==> src/rtl/regop_pkg.sv <==
`timescale 1ns/1ps
package regop_pkg;
  typedef enum logic [3:0] {
    OP_PASS = 4'd0,
    OP_ADD  = 4'd1,
    OP_SUB  = 4'd2,
    OP_INC  = 4'd3,
    OP_DEC  = 4'd4,
    OP_NOT  = 4'd5,
    OP_NEG  = 4'd6,
    OP_AND  = 4'd7,
    OP_OR   = 4'd8,
    OP_XOR  = 4'd9,
    OP_SHL  = 4'd10,
    OP_SHR  = 4'd11,
    OP_SRA  = 4'd12
  } op_e;
endpackage

==> src/rtl/regop_adder.sv <==
`timescale 1ns/1ps
// One shared adder; the op-code picks the operand inputs and the carry-in.
module regop_adder import regop_pkg::*; #(
  parameter int N = 8
) (
  input  logic [3:0]   op,
  input  logic [N-1:0] a,
  input  logic [N-1:0] b,
  output logic [N-1:0] sum
);
  logic [N-1:0] x, y;
  logic         cin;

  always_comb begin
    x   = a;
    y   = '0;
    cin = 1'b0;
    case (op)
      OP_ADD: y = b;
      OP_SUB: begin y = ~b; cin = 1'b1; end
      OP_INC: cin = 1'b1;
      OP_DEC: y = '1;
      OP_NEG: begin x = ~a; cin = 1'b1; end
      default: ;
    endcase
  end

  assign sum = x + y + {{(N-1){1'b0}}, cin};
endmodule

==> src/rtl/regop_bitwise.sv <==
`timescale 1ns/1ps
module regop_bitwise import regop_pkg::*; #(
  parameter int N = 8
) (
  input  logic [3:0]   op,
  input  logic [N-1:0] a,
  input  logic [N-1:0] b,
  output logic [N-1:0] res
);
  always_comb begin
    case (op)
      OP_NOT:  res = ~a;
      OP_AND:  res = a & b;
      OP_OR:   res = a | b;
      OP_XOR:  res = a ^ b;
      default: res = a;
    endcase
  end
endmodule

==> src/rtl/regop_shifter.sv <==
`timescale 1ns/1ps
// Staged barrel shifter on an (N+1)-bit word. The extra bit collects the
// last bit dropped off the end of the word.
module regop_shifter #(
  parameter int N  = 8,
  parameter int SW = 3
) (
  input  logic [N-1:0]  a,
  input  logic [SW-1:0] amt,
  input  logic          arith,
  output logic [N-1:0]  left_res,
  output logic          left_out,
  output logic [N-1:0]  right_res,
  output logic          right_out
);
  logic [N:0] lv [SW+1];
  logic [N:0] rv [SW+1];
  logic       fill;

  assign fill  = arith & a[N-1];
  assign lv[0] = {1'b0, a};
  assign rv[0] = {a, 1'b0};

  for (genvar k = 0; k < SW; k++) begin : g_stage
    localparam int SH = 1 << k;
    assign lv[k+1] = amt[k] ? {lv[k][N-SH:0], {SH{1'b0}}} : lv[k];
    assign rv[k+1] = amt[k] ? {{SH{fill}}, rv[k][N:SH]}   : rv[k];
  end

  assign left_res  = lv[SW][N-1:0];
  assign left_out  = lv[SW][N];
  assign right_res = rv[SW][N:1];
  assign right_out = rv[SW][0];
endmodule

==> src/rtl/regop_unit.sv <==
`timescale 1ns/1ps
module regop_unit import regop_pkg::*; #(
  parameter int N = 8,
  localparam int SW = (N > 2) ? $clog2(N) : 1
) (
  input  logic          clk,
  input  logic          rst_n,
  input  logic [3:0]    op,
  input  logic [N-1:0]  opa,
  input  logic [N-1:0]  opb,
  input  logic [SW-1:0] shamt,
  input  logic          load,
  output logic [N-1:0]  res_q,
  output logic          shout_q
);
  logic [N-1:0] sum, bw, shl_res, shr_res;
  logic         shl_out, shr_out;
  logic [N-1:0] res_d;
  logic         shout_d;
  logic         amt_nz;

  regop_adder #(.N(N)) u_add (.op(op), .a(opa), .b(opb), .sum(sum));

  regop_bitwise #(.N(N)) u_bw (.op(op), .a(opa), .b(opb), .res(bw));

  regop_shifter #(.N(N), .SW(SW)) u_sh (
    .a(opa), .amt(shamt), .arith(op == OP_SRA),
    .left_res(shl_res), .left_out(shl_out),
    .right_res(shr_res), .right_out(shr_out)
  );

  assign amt_nz = |shamt;

  // Feedback multiplexer: the default keeps the current contents.
  always_comb begin
    res_d   = res_q;
    shout_d = shout_q;
    if (load) begin
      case (op)
        OP_PASS: res_d = opa;
        OP_ADD, OP_SUB, OP_INC, OP_DEC, OP_NEG: res_d = sum;
        OP_NOT, OP_AND, OP_OR, OP_XOR:          res_d = bw;
        OP_SHL: begin
          res_d = shl_res;
          if (amt_nz) shout_d = shl_out;
        end
        OP_SHR, OP_SRA: begin
          res_d = shr_res;
          if (amt_nz) shout_d = shr_out;
        end
        default: ;
      endcase
    end
  end

  always_ff @(posedge clk or negedge rst_n) begin
    if (!rst_n) begin
      res_q   <= '0;
      shout_q <= 1'b0;
    end else begin
      res_q   <= res_d;
      shout_q <= shout_d;
    end
  end
endmodule

==> config.mk <==
export PLATFORM = sky130hd
export DESIGN_NAME = regop_unit
export DESIGN_NICKNAME = d
export VERILOG_FILES = /design/src/rtl/regop_pkg.sv /design/src/rtl/regop_adder.sv /design/src/rtl/regop_bitwise.sv /design/src/rtl/regop_shifter.sv /design/src/rtl/regop_unit.sv
export SDC_FILE = /design/constraint.sdc
export NUM_CORES = 1
export LEC_CHECK = 0
export BUFFER_PORTS_ARGS = -buffer_cell sky130_fd_sc_hd__buf_2
export CAP_MARGIN = 20
export CORE_ASPECT_RATIO = 1.75
export CORE_MARGIN = 2
export CORE_UTILIZATION = 40
export DETAILED_ROUTE_END_ITERATION = 8
export GPL_TIMING_DRIVEN = 0
export SETUP_SLACK_MARGIN = 0.15
export SYNTH_ARGS = -nofsm -noshare
export SYNTH_HDL_FRONTEND = slang
export SYNTH_HIERARCHICAL = 1
export SYNTH_SLANG_ARGS = --single-unit
==> constraint.sdc <==
create_clock -name clk -period 2.1 [get_ports clk]
set_input_delay 0.105 -clock clk [delete_from_list [all_inputs] [get_ports clk]]
set_output_delay 0.105 -clock clk [all_outputs]
set_load 0.05 [all_outputs]
==> metrics.csv, run 1 <==
metric;value;unit
DIE WIDTH;68.9;um
asr flop ratio synth;100;%
largest net degree at the start of global routing;17;
GRT Resource Usage Total;26.0;%
FILL cells;723;
DRC Markers;0;
final cell count without fillers;538;
post-synth top area cell;ha_1;
fin crit share;129;%
vias in the first global route;3277;
violated checks;negative setup slack;
Synth area leaders;ha_1 9.3%, dfrtp_1 7.6%, a21oi_1 7.1%;
GRT overflow;0;
CTS tree;done;
final-stage net count;503;
Slew HR;54.0;%
RSZ-0062 raised after global routing;yes;
worst slew pin tran;682;ps
DIE AREA;8110;um^2
CORE AREA;7180;um^2
synthesized cell area;2950;um^2
DR iter-0 viols;238;
first-pass GRT wire length;16400;um
VDD IR max;0.186;mV
Worst Setup Path Type;primary input to flip-flop;
number of distinct library cells after synthesis;64;
PortBufs;34;
crit path launch;op[0];
pre-CTS setup slack;-1400;ps
clk sink count;9;
status;finished with violations;
most used cell, CP;a21oi_2;
Std-Cell Rows;41;
Setup TNS;-2510;ps
Critical Path AT;2870;ps
Worst Clk Skew;0;ps
Req. time, crit path;2270;ps
Worst Path Max Fanout;7;
Synth top area share;9.33;%
drt wl/cell;19.5;um
Inst Count DP;514;
Worst-path clk slew;40;ps
dominant synthesized flop cell;dfrtp_1;
Final Max Slew Viols;0;
Final Setup Violations;7;
Via density;6.17;
Pwr Density;420;nW/um^2
f_max;0.370;GHz
Initial DRT Pass Iterations;5;
worst-skew pair later-pin latency;230;ps
P&R area growth vs syn;24.3;%
Reg area;225;um^2
Yosys reg bits;9;
clock buffer depth;2;
worst hold path type;primary input to async pin;
H-Tree Level Count;1;
initial antenna violation count;0;
syn avg cell area;7.49;um^2
Cells after Synth;394;
routability cong.;0.996;
startpoint types;primary input;
multi-input logic area;2560;um^2
Post-synth EDFFs;0;
CP peak stage delay;420;ps
hpwl dp;7830;um
crit-path cells;buf_12 -> nor2b_2 -> buf_4 -> a21oi_2 -> o22a_2 -> nor2_2 -> fa_2 -> fa_2 -> a21o_1 -> a21oi_2 -> o21bai_1 -> a21oi_2 -> xnor2_2 -> a21oi_1 -> a32oi_1 -> o221a_2;
max cap viols;0;
Diodes inserted;0;
Via Count;3320;
Pleak;0.00161;uW
sequential element share of the synthesized area;7.63;%
remaining antenna violation count;0;
Mapped Nets;444;
Final Util;51.0;%
num ports;35;
worst reg2reg path startpoint;shout_q;
Worst setup EP type;flip-flop;
Syn. warnings;6;
Final Hold Fails;0;
share of layout cells above drive strength 1;32.3;%
WL final;10500;um
clk root buf;clkbuf_16;
fin crit period;2700;ps
PnR worst setup slack;-603;ps
Starting Density;41.1;%
slowest CP cell;fa_2;
Die Y;118;um
Inserted Clock Buffers;3;
sequential cells by signal, indices dropped and copies added (netlist names):
name     cells
res_q        8
shout_q      1
cells in the mapped netlist (4+ instances only):
master,number
inv_1,23
clkbuf_1,5
mux2_2,7
o211ai_1,5
dfrtp_1,9
o21a_1,5
buf_6,6
nand3b_1,6
a32oi_1,9
mux2i_1,11
nor3_1,4
o221ai_1,9
nor2_1,25
o21ai_0,21
buf_4,6
o22a_1,6
buf_2,9
xnor2_1,6
a221oi_1,4
a21oi_1,42
o21bai_1,10
o221a_2,8
nand2b_1,5
nor2_2,10
nor2b_1,13
xor2_1,8
ha_1,22
o21ai_1,4
nand2_1,36
a21o_1,9
cells in the final DEF, fill, tap and decap left out, types with 7 or more instances in the layout:
cell type  netlist  routed
nor2b_1         13      10
buf_6            6       7
a21o_1           9       9
nor2_2          10      11
buf_4            6      26
o221ai_1         9       9
inv_1           23      22
o221a_2          8       8
a32oi_1          9       8
o21ai_0         21      19
nand2_1         36      35
buf_2            9      37
mux2i_1         11      11
a21oi_1         42      36
ha_1            22      21
nor2_1          25      24
o21bai_1        10      10
dfrtp_1          9       9
mux2_2           7       7
logic make-up (layout without fill, tap and decap cells):
kind of cell | Yosys count | in the layout | synth area share [%]
flops | 9 | 9 | 7.63
mux | 23 | 23 | 9.97
simple gates | 119 | 119 | 21.5
xor+xnor | 14 | 14 | 4.16
fa+ha+maj | 24 | 24 | 10.7
buf+inv | 54 | 112 | 9.71
compound gates | 151 | 151 | 36.4
routing by layer:
metal | track usage [%] | routed length [um] | up-vias
met5 | 0 | 0 | -
met4 | 14.5 | 648 | 0
met3 | 0.860 | 435 | 33
met2 | 44.5 | 5330 | 131
met1 | 30.9 | 4100 | 1574
li1 | - | - | 1582
per-stage QoR:
| stage | power [uW] | hold WS, ps | instance area (um^2) |
|---|---|---|---|
| after global placement | 1100 | -38.9 | 3260 |
| final | 1540 | 254 | 3670 |
| after detailed placement | 1110 | -34.1 | 3260 |
| after CTS | 1490 | 261 | 3520 |
| after floorplan | 853 | -191 | 2980 |
| after global routing | 1630 | 296 | 3670 |
worst paths after layout:
| check | slack [ps] | depth (start not counted) | end |
|---|---|---|---|
| min | 250 | 2 | res_q[6] |
| max | -600 | 16 | res_q[6] |
| min reg2reg | 550 | 1 | res_q[7] |
| max reg2reg | 1080 | 3 | shout_q |
| min in group clk | 270 | 3 | shout_q |
| max in group asynchronous | 1670 | 2 | res_q[2] |
report_power, final:
| part | switching [uW] | total, uW | leakage [uW] | internal [uW] |
|---|---|---|---|---|
| Sequential | 21.9 | 232 | 0.0000971 | 210 |
| Clock | 76.5 | 330 | 0.0000382 | 253 |
| Combinational | 593 | 979 | 0.00147 | 387 |
| Total | 691 | 1540 | 0.00161 | 850 |
worst max-delay path, delay by kind of cell:
family / cells / cell delay, ps
compound gates: 9 / 1440
xor+xnor: 1 / 140
fa+ha+maj: 2 / 780
buf+inv: 2 / 240
simple gates: 2 / 180
timing repair:
action	in CTS	in global routing
pin swaps	20	27
hold buffers	1	0
setup buffers	11	8
cloned	0	0
gates resized for setup	22	25
endpoints found under the hold margin	9	0
setup endpoints to repair	8	9
final cells by class:
type / instances / share of cell area [%]
tap: 86 / 2.94
clock buffer: 4 / 2.15
timing repair buffer: 54 / 10.4
sequential: 9 / 6.14
multi-input combinational: 331 / 69.9
buffer: 29 / 5.77
inverter: 25 / 2.70
Note: power is estimated with default switching activity, not from simulation.
==> run 2, diff against run 1 <==
- CAP_MARGIN: 20 -> unset
- CORE_ASPECT_RATIO: 1.75 -> unset
- SLEW_MARGIN: unset -> 20
==> metrics.csv, run 2 (synthesized netlist as in run 1, its figures left out) <==
metric;value;unit
most common cell after layout, fill and taps aside;a21oi_1;
RSZ-0062 raised after global routing;yes;
Critical Path AT;2800;ps
DIE AREA;8080;um^2
f_max;0.373;GHz
P&R area growth vs syn;24.1;%
DRC Markers;0;
Pleak;0.00159;uW
VDD IR max;0.215;mV
final cell count without fillers;549;
CP peak stage delay;400;ps
Inst Count DP;527;
Starting Density;40.9;%
Power, Total;1430;uW
Req. time, crit path;2220;ps
Die Y;89.9;um
violated checks;negative setup slack;
clk sink count;9;
Worst Setup Path Type;primary input to flip-flop;
first-pass GRT wire length;16400;um
routability cong.;0.909;
remaining antenna violation count;0;
Diodes inserted;0;
Via density;6.01;
clk root buf;clkbuf_8;
number of flip-flops in the largest register;8;
hpwl dp;7280;um
max cap viols;0;
GRT Resource Usage Total;24.7;%
slowest CP cell;fa_2;
Inserted Clock Buffers;3;
Reg with most FFs;res_q;
final-stage net count;501;
initial antenna violation count;0;
Final Setup Violations;7;
Final Util;50.7;%
Via Count;3300;
Final Max Slew Viols;0;
Std-Cell Rows;31;
largest net degree at the start of global routing;17;
clock buffer depth;2;
GRT overflow;0;
num ports;35;
PnR worst setup slack;-579;ps
DR iter-0 viols;267;
fin crit share;128;%
DIE WIDTH;89.9;um
Slew HR;64.9;%
Initial DRT Pass Iterations;5;
H-Tree Level Count;1;
Fin Hold WS;255;ps
vias in the first global route;3117;
CTS tree;done;
fin crit period;2680;ps
most frequent cells in the layout;39 x a21oi_1, 36 x nand2_1, 33 x buf_2;
Worst-path clk slew;40;ps
Worst Clk Skew;0;ps
Pwr Density;389;nW/um^2
pre-CTS setup slack;-1480;ps
WL final;10300;um
cell family with most CP delay;compound AO/OA/AOI/OAI gates;
CORE AREA;7210;um^2
Final Hold Fails;0;
startpoint types;primary input;
Worst setup EP type;flip-flop;
biggest regs;res_q x8, shout_q x1;
worst-skew pair later-pin latency;230;ps
worst slew pin tran;524;ps
crit-path cells;buf_12 -> buf_12 -> inv_8 -> or3_4 -> buf_8 -> o22a_4 -> nor2_4 -> fa_2 -> fa_2 -> a21o_1 -> a21oi_2 -> buf_4 -> buf_4 -> buf_6 -> xnor2_4 -> o21bai_1 -> a32oi_1 -> o221a_2;
Worst Path Max Fanout;4;
share of layout cells above drive strength 1;31.1;%
status;finished with violations;
Worst Path Buf+Inv;7;
worst hold path type;primary input to async pin;
drt wl/cell;18.7;um
PortBufs;34;
R2R Setup Slk;1060;ps
run 2: cell count changes in the layout (fill, tap and decap cells not counted), moves of 3 or more:
cell       change
nor2_1         -3
nor2b_2        -3
clkbuf_16      -3
buf_2          -4
a21oi_1        +3
a21oi_2        -4
buf_4          -3
clkbuf_4       +4
run 2: worst paths after layout:
path                             to      from  depth (start not counted)
max                        res_q[4]     op[1]                         18
min                        res_q[0]     rst_n                          2
max reg2reg                 shout_q   shout_q                          3
min reg2reg                res_q[5]  res_q[5]                          1
max in group asynchronous  res_q[3]     rst_n                          2
min in group clk            shout_q      load                          3
run 2: power by group:
part / internal, uW / switching, uW / total, uW / leakage (uW)
clock network: 132 / 68.8 / 201 / 0.0000228
registers: 210 / 26.0 / 236 / 0.0000971
logic: 399 / 589 / 989 / 0.00147
run 2: timing repair:
item                                    CTS  global route
endpoints found under the setup margin    8             9
endpoints found under the hold margin     9             0
setup buffers                            11             6
hold buffers                              1             0
pin swaps                                29            28
resized for setup                        20            32
run 2: layout make-up:
| class | instances | area, um^2 |
|---|---|---|
| Fill cell | 701 | 3550 |
| Buffer | 29 | 219 |
| Timing Repair Buffer | 52 | 373 |
| Sequential cell | 9 | 225 |
| Multi-Input combinational cell | 331 | 2570 |
| Tap cell | 99 | 124 |
| Clock buffer | 4 | 45.0 |
| Inverter | 25 | 101 |
run 2: metal layers:
metal	track usage (%)	vias to the layer above	wire, um
met3	2.60	18	705
met1	34.0	1556	4520
met4	5.64	0	242
met5	0	-	0
met2	41.7	146	4820
li1	-	1580	-
run 2: worst reg2reg max path, stage by stage (launching register included):
cell     delay [ps]
dfrtp_1         410
a21oi_1         130
o31ai_1          80
mux2_4          290
run 2: metrics by stage:
stage / instance area [um^2] / TNS, ps
5_1_grt: 3660 / -3430
6_report: 3660 / -2570
3_5_place_dp: 3270 / -7820
3_3_place_gp: 3270 / -7470
2_1_floorplan: 2980 / -2130
4_1_cts: 3490 / -2700
==> run 3, diff against run 2 <==
--- a/config.mk
+++ b/config.mk
@@ -7,2 +7,3 @@
 export LEC_CHECK = 0
+export ABC_AREA = 1
 export BUFFER_PORTS_ARGS = -buffer_cell sky130_fd_sc_hd__buf_2
==> constraint.sdc (replaced) <==
create_clock -name clk -period 2.1 [get_ports clk]
set_input_delay 0 -clock clk [delete_from_list [all_inputs] [get_ports clk]]
set_output_delay 0 -clock clk [all_outputs]
set_load 0.01 [all_outputs]
==> metrics.csv, run 3 <==
metric;value;unit
status;finished clean;
num ports;35;
hpwl dp;6200;um
clock buffer depth;2;
Final Hold Fails;0;
fin crit share;91.9;%
Worst Clk Skew;0;ps
P&R area growth vs syn;23.8;%
worst-skew pair later-pin latency;230;ps
Worst setup EP type;flip-flop;
top-count cell post-synth;nand2_1;
Power, Total;1170;uW
Worst Setup Path Type;primary input to flip-flop;
Post-synth EDFFs;0;
syn avg cell area;5.76;um^2
Worst Path Max Fanout;5;
DIE WIDTH;87.9;um
Via density;5.02;
Pleak;0.00206;uW
Final Max Slew Viols;0;
Clk pwr share;17.3;%
Final Util;51.3;%
Design Area, Final;3490;um^2
DRC Markers;0;
Critical Path AT;2060;ps
number of distinct library cells after synthesis;33;
most frequent cells in the layout;164 x nand2_1, 98 x nand3_1, 49 x inv_1;
Area after DPL;3110;um^2
most common cell after layout, fill and taps aside;nand2_1;
dominant synthesized flop cell;dfrtp_1;
Pwr Density;335;nW/um^2
Cells after Synth;489;
clk sink count;9;
Req. time, crit path;2230;ps
crit-path cells;buf_12 -> inv_2 -> nor2_4 -> nand2_4 -> xnor2_2 -> fa_2 -> fa_2 -> nand3_2 -> nand2_2 -> nand3_2 -> nand2_1 -> xor2_1 -> nand3_1 -> nand2_1 -> inv_1 -> nand2_1 -> nand2_1 -> nand2_1;
vias in the first global route;2839;
final-stage net count;598;
f_max;0.518;GHz
Comb power frac;63.5;%
Diodes inserted;0;
R2R Setup Slk;1490;ps
FILL cells;738;
Initial DRT Pass Iterations;5;
Starting Density;41.4;%
Switch Pwr;527;uW
DR iter-0 viols;193;
internal cell power;639;uW
largest net degree at the start of global routing;13;
initial antenna violation count;0;
VDD IR max;0.193;mV
Worst Path Buf+Inv;3;
CORE AREA;6790;um^2
Mapped Nets;539;
RSZ-0062 raised after global routing;yes;
first-pass GRT wire length;13600;um
GRT overflow;0;
sequential element share of the synthesized area;8.00;%
Inserted Clock Buffers;3;
synthesized cell area;2820;um^2
Die Y;87.9;um
worst hold path type;primary input to async pin;
Setup TNS;0;ps
Slew HR;60.1;%
PortBufs;34;
top cells by count, synth;170 x nand2_1, 100 x nand3_1, 50 x inv_1, 25 x nor2_1, 22 x ha_1;
H-Tree Level Count;1;
Synth top area share;22.7;%
startpoint types;primary input;
Syn. warnings;6;
multi-input logic area;2330;um^2
Reg area;225;um^2
Final Setup Violations;0;
clk root buf;clkbuf_8;
remaining antenna violation count;0;
WL final;8480;um
asr flop ratio synth;100;%
Synth area leaders;nand2_1 23%, nand3_1 18%, ha_1 9.8%;
routability cong.;0.858;
biggest regs;res_q x8, shout_q x1;
share of layout cells above drive strength 1;24.1;%
CP peak stage delay;390;ps
worst slew pin tran;596;ps
CTS tree;done;
Worst-path clk slew;40;ps
DIE AREA;7720;um^2
fin crit period;1930;ps
Std-Cell Rows;30;
switch share;45.2;%
number of flip-flops in the largest register;8;
post-synth top area cell;nand2_1;
drt wl/cell;13.2;um
most used cell, CP;nand2_1;
GRT Resource Usage Total;22.0;%
Yosys reg bits;9;
Via Count;3226;
sequential share of power;19.2;%
cell family with most CP delay;simple AND/OR/NAND/NOR gates;
max cap viols;0;
Reg with most FFs;res_q;
slowest CP cell;fa_2;
-- run 3: area by class of cell --
type / instances / share of cell area [%]
multi-input combinational: 405 / 66.8
clock buffer: 4 / 1.29
timing repair buffer: 54 / 11.4
tap: 96 / 3.45
inverter: 64 / 7.47
buffer: 11 / 3.16
sequential: 9 / 6.46
-- run 3: stage by stage --
| stage | setup slack (ps) | cells | hold WS [ps] |
|---|---|---|---|
| 3_3_place_gp | -326 | 619 | -144 |
| 4_1_cts | 160 | 631 | 148 |
| 3_5_place_dp | -360 | 619 | -140 |
| 5_1_grt | 49.4 | 643 | 181 |
| 6_report | 170 | 643 | 148 |
| 2_1_floorplan | 153 | 489 | -296 |
-- run 3: path summary, 6_finish.rpt --
kind	startpoint	endpoint	cells after the start
worst max register to register	shout_q	shout_q	2
min in group clk	shamt[2]	shout_q	5
worst max-delay path	op[2]	res_q[6]	18
max in group asynchronous	rst_n	res_q[2]	2
worst min register to register	res_q[6]	res_q[6]	2
worst min-delay path	rst_n	res_q[4]	2
-- run 3: logic make-up (layout without fill, tap and decap cells) --
kind of cell | Yosys count | count (layout) | synth area share, %
buffers and inverters | 75 | 133 | 12.9
XOR/XNOR | 12 | 12 | 3.73
adder cells (fa/ha/maj) | 24 | 24 | 11.2
AO/OA/AOI/OAI | 29 | 29 | 7.64
flip-flops | 9 | 9 | 8.00
AND/OR/NAND/NOR | 340 | 340 | 56.5
-- run 3: layer usage --
layer  part of all wire (%)  track usage (%)
met4                    1.1             4.48
met5                      0                0
met1                     48             31.6
met2                     47             36.6
met3                    4.4             1.13
-- run 3: power groups by stage --
stage | clock, uW | combinational (uW) | sequential (uW)
5_1_grt | 216 | 835 | 228
4_1_cts | 206 | 677 | 225
3_5_place_dp | 0 | 654 | 227
2_1_floorplan | 0 | 432 | 246
3_3_place_gp | 0 | 648 | 227
6_report | 201 | 741 | 224
-- run 3: worst register-to-register path: cells and delay by family, from the launching register on --
family / cells / cell delay (ps)
AO/OA/AOI/OAI: 1 / 70
AND/OR/NAND/NOR: 1 / 60
flip-flops: 1 / 360
-- run 3: what timing repair did --
action	4_1_cts	5_1_grt
setup endpoints to repair	4	4
hold buffers	1	0
pin swaps	5	30
gates resized for setup	13	30
hold endpoints to repair	9	0
setup buffers	7	12
